[src/rtl/dwt_pkg.sv]
package dwt_pkg;

    localparam int WIN_COUNT   = 4;
    localparam int REG_W       = 64;
    localparam int BUS_AW      = 32;
    localparam int SYS_AW      = 34;
    localparam int CMP_LO      = 20;
    localparam int CMP_HI      = BUS_AW - 1;
    localparam int PTE_SHIFT   = 10;
    localparam int PAGE_LSB    = 13;
    localparam int IDX_BITS    = 7;
    localparam int ENTRY_SHIFT = PAGE_LSB - 1;
    localparam int EN_BIT      = 0;
    localparam int SG_BIT      = 1;

    localparam logic [REG_W-1:0] FIELD_MASK =
        ((REG_W'(1) << (CMP_HI - CMP_LO + 1)) - REG_W'(1)) << CMP_LO;
    localparam logic [REG_W-1:0] LOW_MASK  = (REG_W'(1) << CMP_LO) - REG_W'(1);
    localparam logic [REG_W-1:0] PTE_LOW   = (REG_W'(1) << PTE_SHIFT) - REG_W'(1);
    localparam logic [REG_W-1:0] IDX_FIELD =
        ((REG_W'(1) << IDX_BITS) - REG_W'(1)) << PAGE_LSB;

    typedef enum logic [1:0] {
        FLD_BASE = 2'd0,
        FLD_MASK = 2'd1,
        FLD_XLAT = 2'd2
    } fld_e;

    typedef enum logic [1:0] {
        ST_IDLE  = 2'd0,
        ST_FETCH = 2'd1,
        ST_WAIT  = 2'd2
    } st_e;

    typedef struct packed {
        logic [REG_W-1:0] base;
        logic [REG_W-1:0] mask;
        logic [REG_W-1:0] xlat;
    } win_cfg_t;

    typedef struct packed {
        logic [REG_W-1:0]    pte;
        logic [PAGE_LSB-1:0] low;
    } pend_t;

    function automatic logic [REG_W-1:0] hi_field(input logic [REG_W-1:0] m);
        return m & FIELD_MASK;
    endfunction

    function automatic logic [REG_W-1:0] cmp_mask(input logic [REG_W-1:0] m);
        return ~m & FIELD_MASK;
    endfunction

    function automatic logic [SYS_AW-1:0] direct_map(input win_cfg_t c,
                                                     input logic [BUS_AW-1:0] a);
        logic [REG_W-1:0] am;
        logic [REG_W-1:0] r;
        am = hi_field(c.mask) | LOW_MASK;
        r  = (c.xlat & ~am) | (REG_W'(a) & am);
        return r[SYS_AW-1:0];
    endfunction

    function automatic logic [REG_W-1:0] entry_addr(input win_cfg_t c,
                                                    input logic [BUS_AW-1:0] a);
        logic [REG_W-1:0] tm;
        logic [REG_W-1:0] bm;
        tm = (hi_field(c.mask) >> PTE_SHIFT) | PTE_LOW;
        bm = hi_field(c.mask) | IDX_FIELD;
        return (c.xlat & ~tm) | ((REG_W'(a) & bm) >> PTE_SHIFT);
    endfunction

    function automatic logic [SYS_AW-1:0] table_map(input logic [REG_W-1:0] e,
                                                    input logic [PAGE_LSB-1:0] low);
        logic [REG_W-1:0] r;
        r = ((e & ~REG_W'(1)) << ENTRY_SHIFT) | REG_W'(low);
        return r[SYS_AW-1:0];
    endfunction

endpackage

[src/rtl/dwt_window_regs.sv]
module dwt_window_regs
    import dwt_pkg::*;
#(
    parameter  int NUM_WIN = WIN_COUNT,
    localparam int IDX_W   = (NUM_WIN > 1) ? $clog2(NUM_WIN) : 1
) (
    input  logic             clk,
    input  logic             rst,
    input  logic             we,
    input  logic [IDX_W-1:0] win,
    input  logic [1:0]       fld,
    input  logic [REG_W-1:0] wdata,
    output win_cfg_t         cfg [NUM_WIN]
);

    win_cfg_t regs_q [NUM_WIN];

    always_ff @(posedge clk) begin
        if (rst) begin
            for (int i = 0; i < NUM_WIN; i++) regs_q[i] <= '0;
        end else if (we) begin
            for (int i = 0; i < NUM_WIN; i++) begin
                if (win == IDX_W'(i)) begin
                    case (fld_e'(fld))
                        FLD_BASE: regs_q[i].base <= wdata;
                        FLD_MASK: regs_q[i].mask <= wdata;
                        FLD_XLAT: regs_q[i].xlat <= wdata;
                        default:  ;
                    endcase
                end
            end
        end
    end

    assign cfg = regs_q;

endmodule

[src/rtl/dwt_window_select.sv]
module dwt_window_select
    import dwt_pkg::*;
#(
    parameter  int NUM_WIN = WIN_COUNT,
    localparam int IDX_W   = (NUM_WIN > 1) ? $clog2(NUM_WIN) : 1
) (
    input  win_cfg_t          cfg [NUM_WIN],
    input  logic [BUS_AW-1:0] addr,
    output logic              hit,
    output logic [IDX_W-1:0]  idx
);

    logic [NUM_WIN-1:0] live;

    for (genvar g = 0; g < NUM_WIN; g++) begin : g_cmp
        assign live[g] = cfg[g].base[EN_BIT] &&
            (((REG_W'(addr) ^ cfg[g].base) & cmp_mask(cfg[g].mask)) == '0);
    end

    // lowest index wins: scan downward so the last assignment is the lowest
    always_comb begin
        hit = 1'b0;
        idx = '0;
        for (int i = NUM_WIN - 1; i >= 0; i--) begin
            if (live[i]) begin
                hit = 1'b1;
                idx = IDX_W'(i);
            end
        end
    end

endmodule

[src/rtl/dwt_addr_calc.sv]
module dwt_addr_calc
    import dwt_pkg::*;
(
    input  win_cfg_t          cfg,
    input  logic [BUS_AW-1:0] addr,
    output logic              sg_mode,
    output logic [SYS_AW-1:0] direct_addr,
    output logic [REG_W-1:0]  pte_addr
);

    assign sg_mode     = cfg.base[SG_BIT];
    assign direct_addr = direct_map(cfg, addr);
    assign pte_addr    = entry_addr(cfg, addr);

endmodule

[src/rtl/dwt_translator.sv]
module dwt_translator
    import dwt_pkg::*;
#(
    parameter  int NUM_WIN = WIN_COUNT,
    localparam int IDX_W   = (NUM_WIN > 1) ? $clog2(NUM_WIN) : 1
) (
    input  logic              clk,
    input  logic              rst,
    input  logic              cfg_we,
    input  logic [IDX_W-1:0]  cfg_win,
    input  logic [1:0]        cfg_field,
    input  logic [REG_W-1:0]  cfg_wdata,
    input  logic              req_valid,
    output logic              req_ready,
    input  logic [BUS_AW-1:0] req_addr,
    output logic              rsp_valid,
    output logic [SYS_AW-1:0] rsp_addr,
    output logic              mem_req_valid,
    input  logic              mem_req_ready,
    output logic [REG_W-1:0]  mem_req_addr,
    input  logic              mem_rsp_valid,
    input  logic [REG_W-1:0]  mem_rsp_data
);

    win_cfg_t          cfg [NUM_WIN];
    logic              win_hit;
    logic [IDX_W-1:0]  win_idx;
    logic              sel_sg;
    logic [SYS_AW-1:0] sel_direct;
    logic [REG_W-1:0]  sel_pte;

    st_e               st_q;
    pend_t             pend_q;
    logic              rsp_valid_q;
    logic [SYS_AW-1:0] rsp_addr_q;
    logic              accept;

    dwt_window_regs #(.NUM_WIN(NUM_WIN)) u_regs (
        .clk   (clk),
        .rst   (rst),
        .we    (cfg_we),
        .win   (cfg_win),
        .fld   (cfg_field),
        .wdata (cfg_wdata),
        .cfg   (cfg)
    );

    dwt_window_select #(.NUM_WIN(NUM_WIN)) u_sel (
        .cfg  (cfg),
        .addr (req_addr),
        .hit  (win_hit),
        .idx  (win_idx)
    );

    dwt_addr_calc u_calc (
        .cfg         (cfg[win_idx]),
        .addr        (req_addr),
        .sg_mode     (sel_sg),
        .direct_addr (sel_direct),
        .pte_addr    (sel_pte)
    );

    assign accept = req_valid && (st_q == ST_IDLE);

    always_ff @(posedge clk) begin
        if (rst) begin
            st_q        <= ST_IDLE;
            pend_q      <= '0;
            rsp_valid_q <= 1'b0;
            rsp_addr_q  <= '0;
        end else begin
            rsp_valid_q <= 1'b0;
            case (st_q)
                ST_IDLE: begin
                    if (accept) begin
                        if (win_hit && sel_sg) begin
                            pend_q.pte <= sel_pte;
                            pend_q.low <= req_addr[PAGE_LSB-1:0];
                            st_q       <= ST_FETCH;
                        end else begin
                            rsp_valid_q <= 1'b1;
                            rsp_addr_q  <= win_hit ? sel_direct : SYS_AW'(req_addr);
                        end
                    end
                end
                ST_FETCH: begin
                    if (mem_req_ready) st_q <= ST_WAIT;
                end
                ST_WAIT: begin
                    if (mem_rsp_valid) begin
                        rsp_valid_q <= 1'b1;
                        rsp_addr_q  <= table_map(mem_rsp_data, pend_q.low);
                        st_q        <= ST_IDLE;
                    end
                end
                default: st_q <= ST_IDLE;
            endcase
        end
    end

    assign req_ready     = (st_q == ST_IDLE);
    assign rsp_valid     = rsp_valid_q;
    assign rsp_addr      = rsp_addr_q;
    assign mem_req_valid = (st_q == ST_FETCH);
    assign mem_req_addr  = pend_q.pte;

endmodule

[config.mk]
export PLATFORM = sky130hd
export DESIGN_NAME = dwt_translator
export DESIGN_NICKNAME = d
export VERILOG_FILES = /design/src/rtl/dwt_pkg.sv /design/src/rtl/dwt_window_regs.sv /design/src/rtl/dwt_window_select.sv /design/src/rtl/dwt_addr_calc.sv /design/src/rtl/dwt_translator.sv
export SDC_FILE = /design/constraint.sdc
export NUM_CORES = 1
export LEC_CHECK = 0
export CAP_MARGIN = 20
export CORE_UTILIZATION = 35
export DETAILED_ROUTE_END_ITERATION = 16
export PLACE_DENSITY = 0.5
export SETUP_SLACK_MARGIN = 0.2
export SLEW_MARGIN = 40
export SYNTH_ARGS = -nofsm -noshare
export SYNTH_HDL_FRONTEND = slang
export SYNTH_HIERARCHICAL = 1
export SYNTH_SLANG_ARGS = --single-unit
[constraint.sdc]
create_clock -name clk -period 8.4 [get_ports clk]
set_input_delay 1.26 -clock clk [delete_from_list [all_inputs] [get_ports clk]]
set_output_delay 1.26 -clock clk [all_outputs]
set_load 0.005 [all_outputs]
==> out/results.ini <==
[outcome]
outcome = finished clean

[floorplanning]
die_h_um = 249.2
start_util_pct = 35.42
die_w_um = 249.2
core_area_um2 = 60360
io_pins = 271
dieArea_um2 = 62080
fp-row-count = 90

[clocking]
cts_tree = yes
post_cts_buffers = 0
clk_pin_slew_ns = 0.06
htree_levels = 2
numCtsBuffers = 50
clock_sinks = 434
clockBufferDepth = 3
cts_resized = 0
worstSkewPairLatency_ns = 0.60
clockRootBuffer = clkbuf_16
cts_hold_buf = 0

[yosys]
syn_area_um2 = 21380
avgSynthCellArea_um2 = 9.948
synth_warnings = 6
synth_cells = 2149

[pwr]
p_sw_mw = 1.042
leakage_nw = 9.978
p_int_mw = 3.431
p_comb_share_pct = 6.7
switching_share_pct = 23.29
ir_worst_vdd_mv = 0.1373
p_clk_share_pct = 46.3
total_power_mw = 4.473
powerDensity_nw_per_um2 = 186.0
seqPwrFrac_pct = 47.0

[placed_design]
io_buffers = 219
dpl.hpwl_mm = 37.86
finalWeightedCongestion = 0.7692
place_ws_ns = 2.410

[routing]
drc = 0
ant_nets = 0
num_vias = 14200
avgViaCountPerCell = 4.962
wl_per_cell_um = 20.52
routed_wl_mm = 58.72
firstDrtPassIters = 4
drtIter0Drc = 780

[setup_path]
r2r_setup_slack_ns = 4.21
crit_path_top_delay_cell = clkdlybuf4s50_1
required_ns = 8.86
r2r_cells = 13
cpPeakStageDelay_ns = 0.82
worst-path-buf-inv = 3
critPathCaptureType = flop
r2r-end = rsp_addr[22]$_SDFFE_PP0P_
cpLargestDelayFamily = buffers and inverters
critPathMaxFanout = 44
timing.rr.start = u_regs/cfg[342]$_SDFFE_PP0P_
crit_type = in2reg
start_kind = primary input
crit_arrival_ns = 5.85
worstPathCellList = clkdlybuf4s50_1, xnor2_1, o22ai_1, nor4_1, nand2_1, a21oi_4, buf_4, buf_4, mux4_2, mux2_1, mux2i_1, nand2_1, o2111ai_1, a21oi_1

[sta]
fmax_mhz = 185.3
skew_ns = 0.02856
fin_crit_sh_pct = 64.24
period_needed_ns = 5.396
hold_viol_final = 0
maxSlewViolCount = 0
relSlewSlack_pct = 46.02
tightest_slew_ns = 0.8097
fin_setup_tns_ns = 0
rsz0062_at_grt = false
setup_violations = 0
setup_slack_ns = 3.004

[finish]
final_util_pct = 39.84
syn_to_final_growth_pct = 12.47
fill_cells = 5869
multiInputGateArea_um2 = 10400
antenna_cells = 0
drive_gt1_share_pct = 8.846
fin_nets = 2214
regArea_um2 = 8688

[global_routing]
grt_pass1_vias = 14890
grt_max_degree = 167
grt_usage_pct = 18.80
antenna_found_initial = 3
grt_overflow_total = 0
grt_pass1_wl_mm = 90.65

[flow_run]
maxCapViolations = 0

[worst_hold_path]
hold_path_class = reg2reg
holdPathStages = 2
whs_endpoint = mem_req_addr[58]$_SDFFE_PP0P_
min_from = mem_req_addr[58]$_SDFFE_PP0P_

[stage by stage]
step,area (um2),hold WS (ns),std cells
2_1_floorplan,21390,0.4363,2151
3_3_place_gp,22420,0.4415,2772
3_5_place_dp,22500,0.4459,2774
4_1_cts,24040,0.4538,2862
5_1_grt,24040,0.4729,2862
6_report,24040,0.4521,2862
[tightest hold or removal path, cell delays in order (launching register included)]
cell and delay (ns):
dfxtp_1 0.30, nand2_1 0.05, a21oi_1 0.05
[worst max-delay path by stage]
stage | startpoint | endpoint | slack, ns | depth (start not counted)
detailed placement | req_addr[22] | rsp_addr[27]$_SDFFE_PP0P_ | 2.41 | 14
finish | req_addr[22] | rsp_addr[22]$_SDFFE_PP0P_ | 3.00 | 14
CTS | req_addr[22] | rsp_addr[22]$_SDFFE_PP0P_ | 3.03 | 14
global route | req_addr[22] | rsp_addr[22]$_SDFFE_PP0P_ | 2.83 | 14
floorplan | req_addr[23] | rsp_addr[25]$_SDFFE_PP0P_ | 4.35 | 15
global placement | req_addr[22] | rsp_addr[22]$_SDFFE_PP0P_ | 2.35 | 14
[cells in the final DEF, fill, tap and decap left out, types with 4 or more instances in the layout]
cell and n:
a21oi_1 113, buf_4 12, clkbuf_1 16, clkbuf_16 51
clkbuf_8 9, clkdlybuf4s50_1 218, clkinv_2 10, dfxtp_1 434
mux2_1 24, mux2i_1 352, mux4_2 67, nand2_1 193
nand2_2 6, nand2b_1 376, nor2_1 9, nor2b_1 4
nor3_1 4, o2111ai_1 32, o21ai_0 38, o22ai_1 20
xnor2_1 46
[layer usage]
layer / vias to the layer above / wire length [um] / track usage [%]
li1: 6840 / - / -
met1: 7030 / 27500 / 24.92
met2: 263 / 27460 / 31.27
met3: 66 / 2713 / 3.856
met4: 2 / 1039 / 4.409
met5: - / 11 / 0
[final cells by class]
cell class / instances / area share [%]
clock inverter: 12 / 0.3434
inverter: 1 / 0.01561
timing repair buffer: 239 / 10.13
multi-input combinational: 1318 / 43.23
clock buffer: 76 / 6.073
tap: 782 / 4.069
sequential: 434 / 36.13
[flip-flops by register name, indices dropped and copies added, names as in the netlist]
register      count
mem_req_addr     64
rsp_valid         1
pend_q           13
rsp_addr         34
u_regs/cfg      320
st_q              2
[power groups by stage]
stage	clock network, mW	logic, mW	registers (mW)
2_1_floorplan	0	0.192	2.14
3_3_place_gp	0	0.294	2.15
3_5_place_dp	0	0.300	2.15
4_1_cts	2.14	0.302	2.10
5_1_grt	2.22	0.320	2.11
6_report	2.07	0.298	2.10
Note: power is estimated with default switching activity, not from simulation.
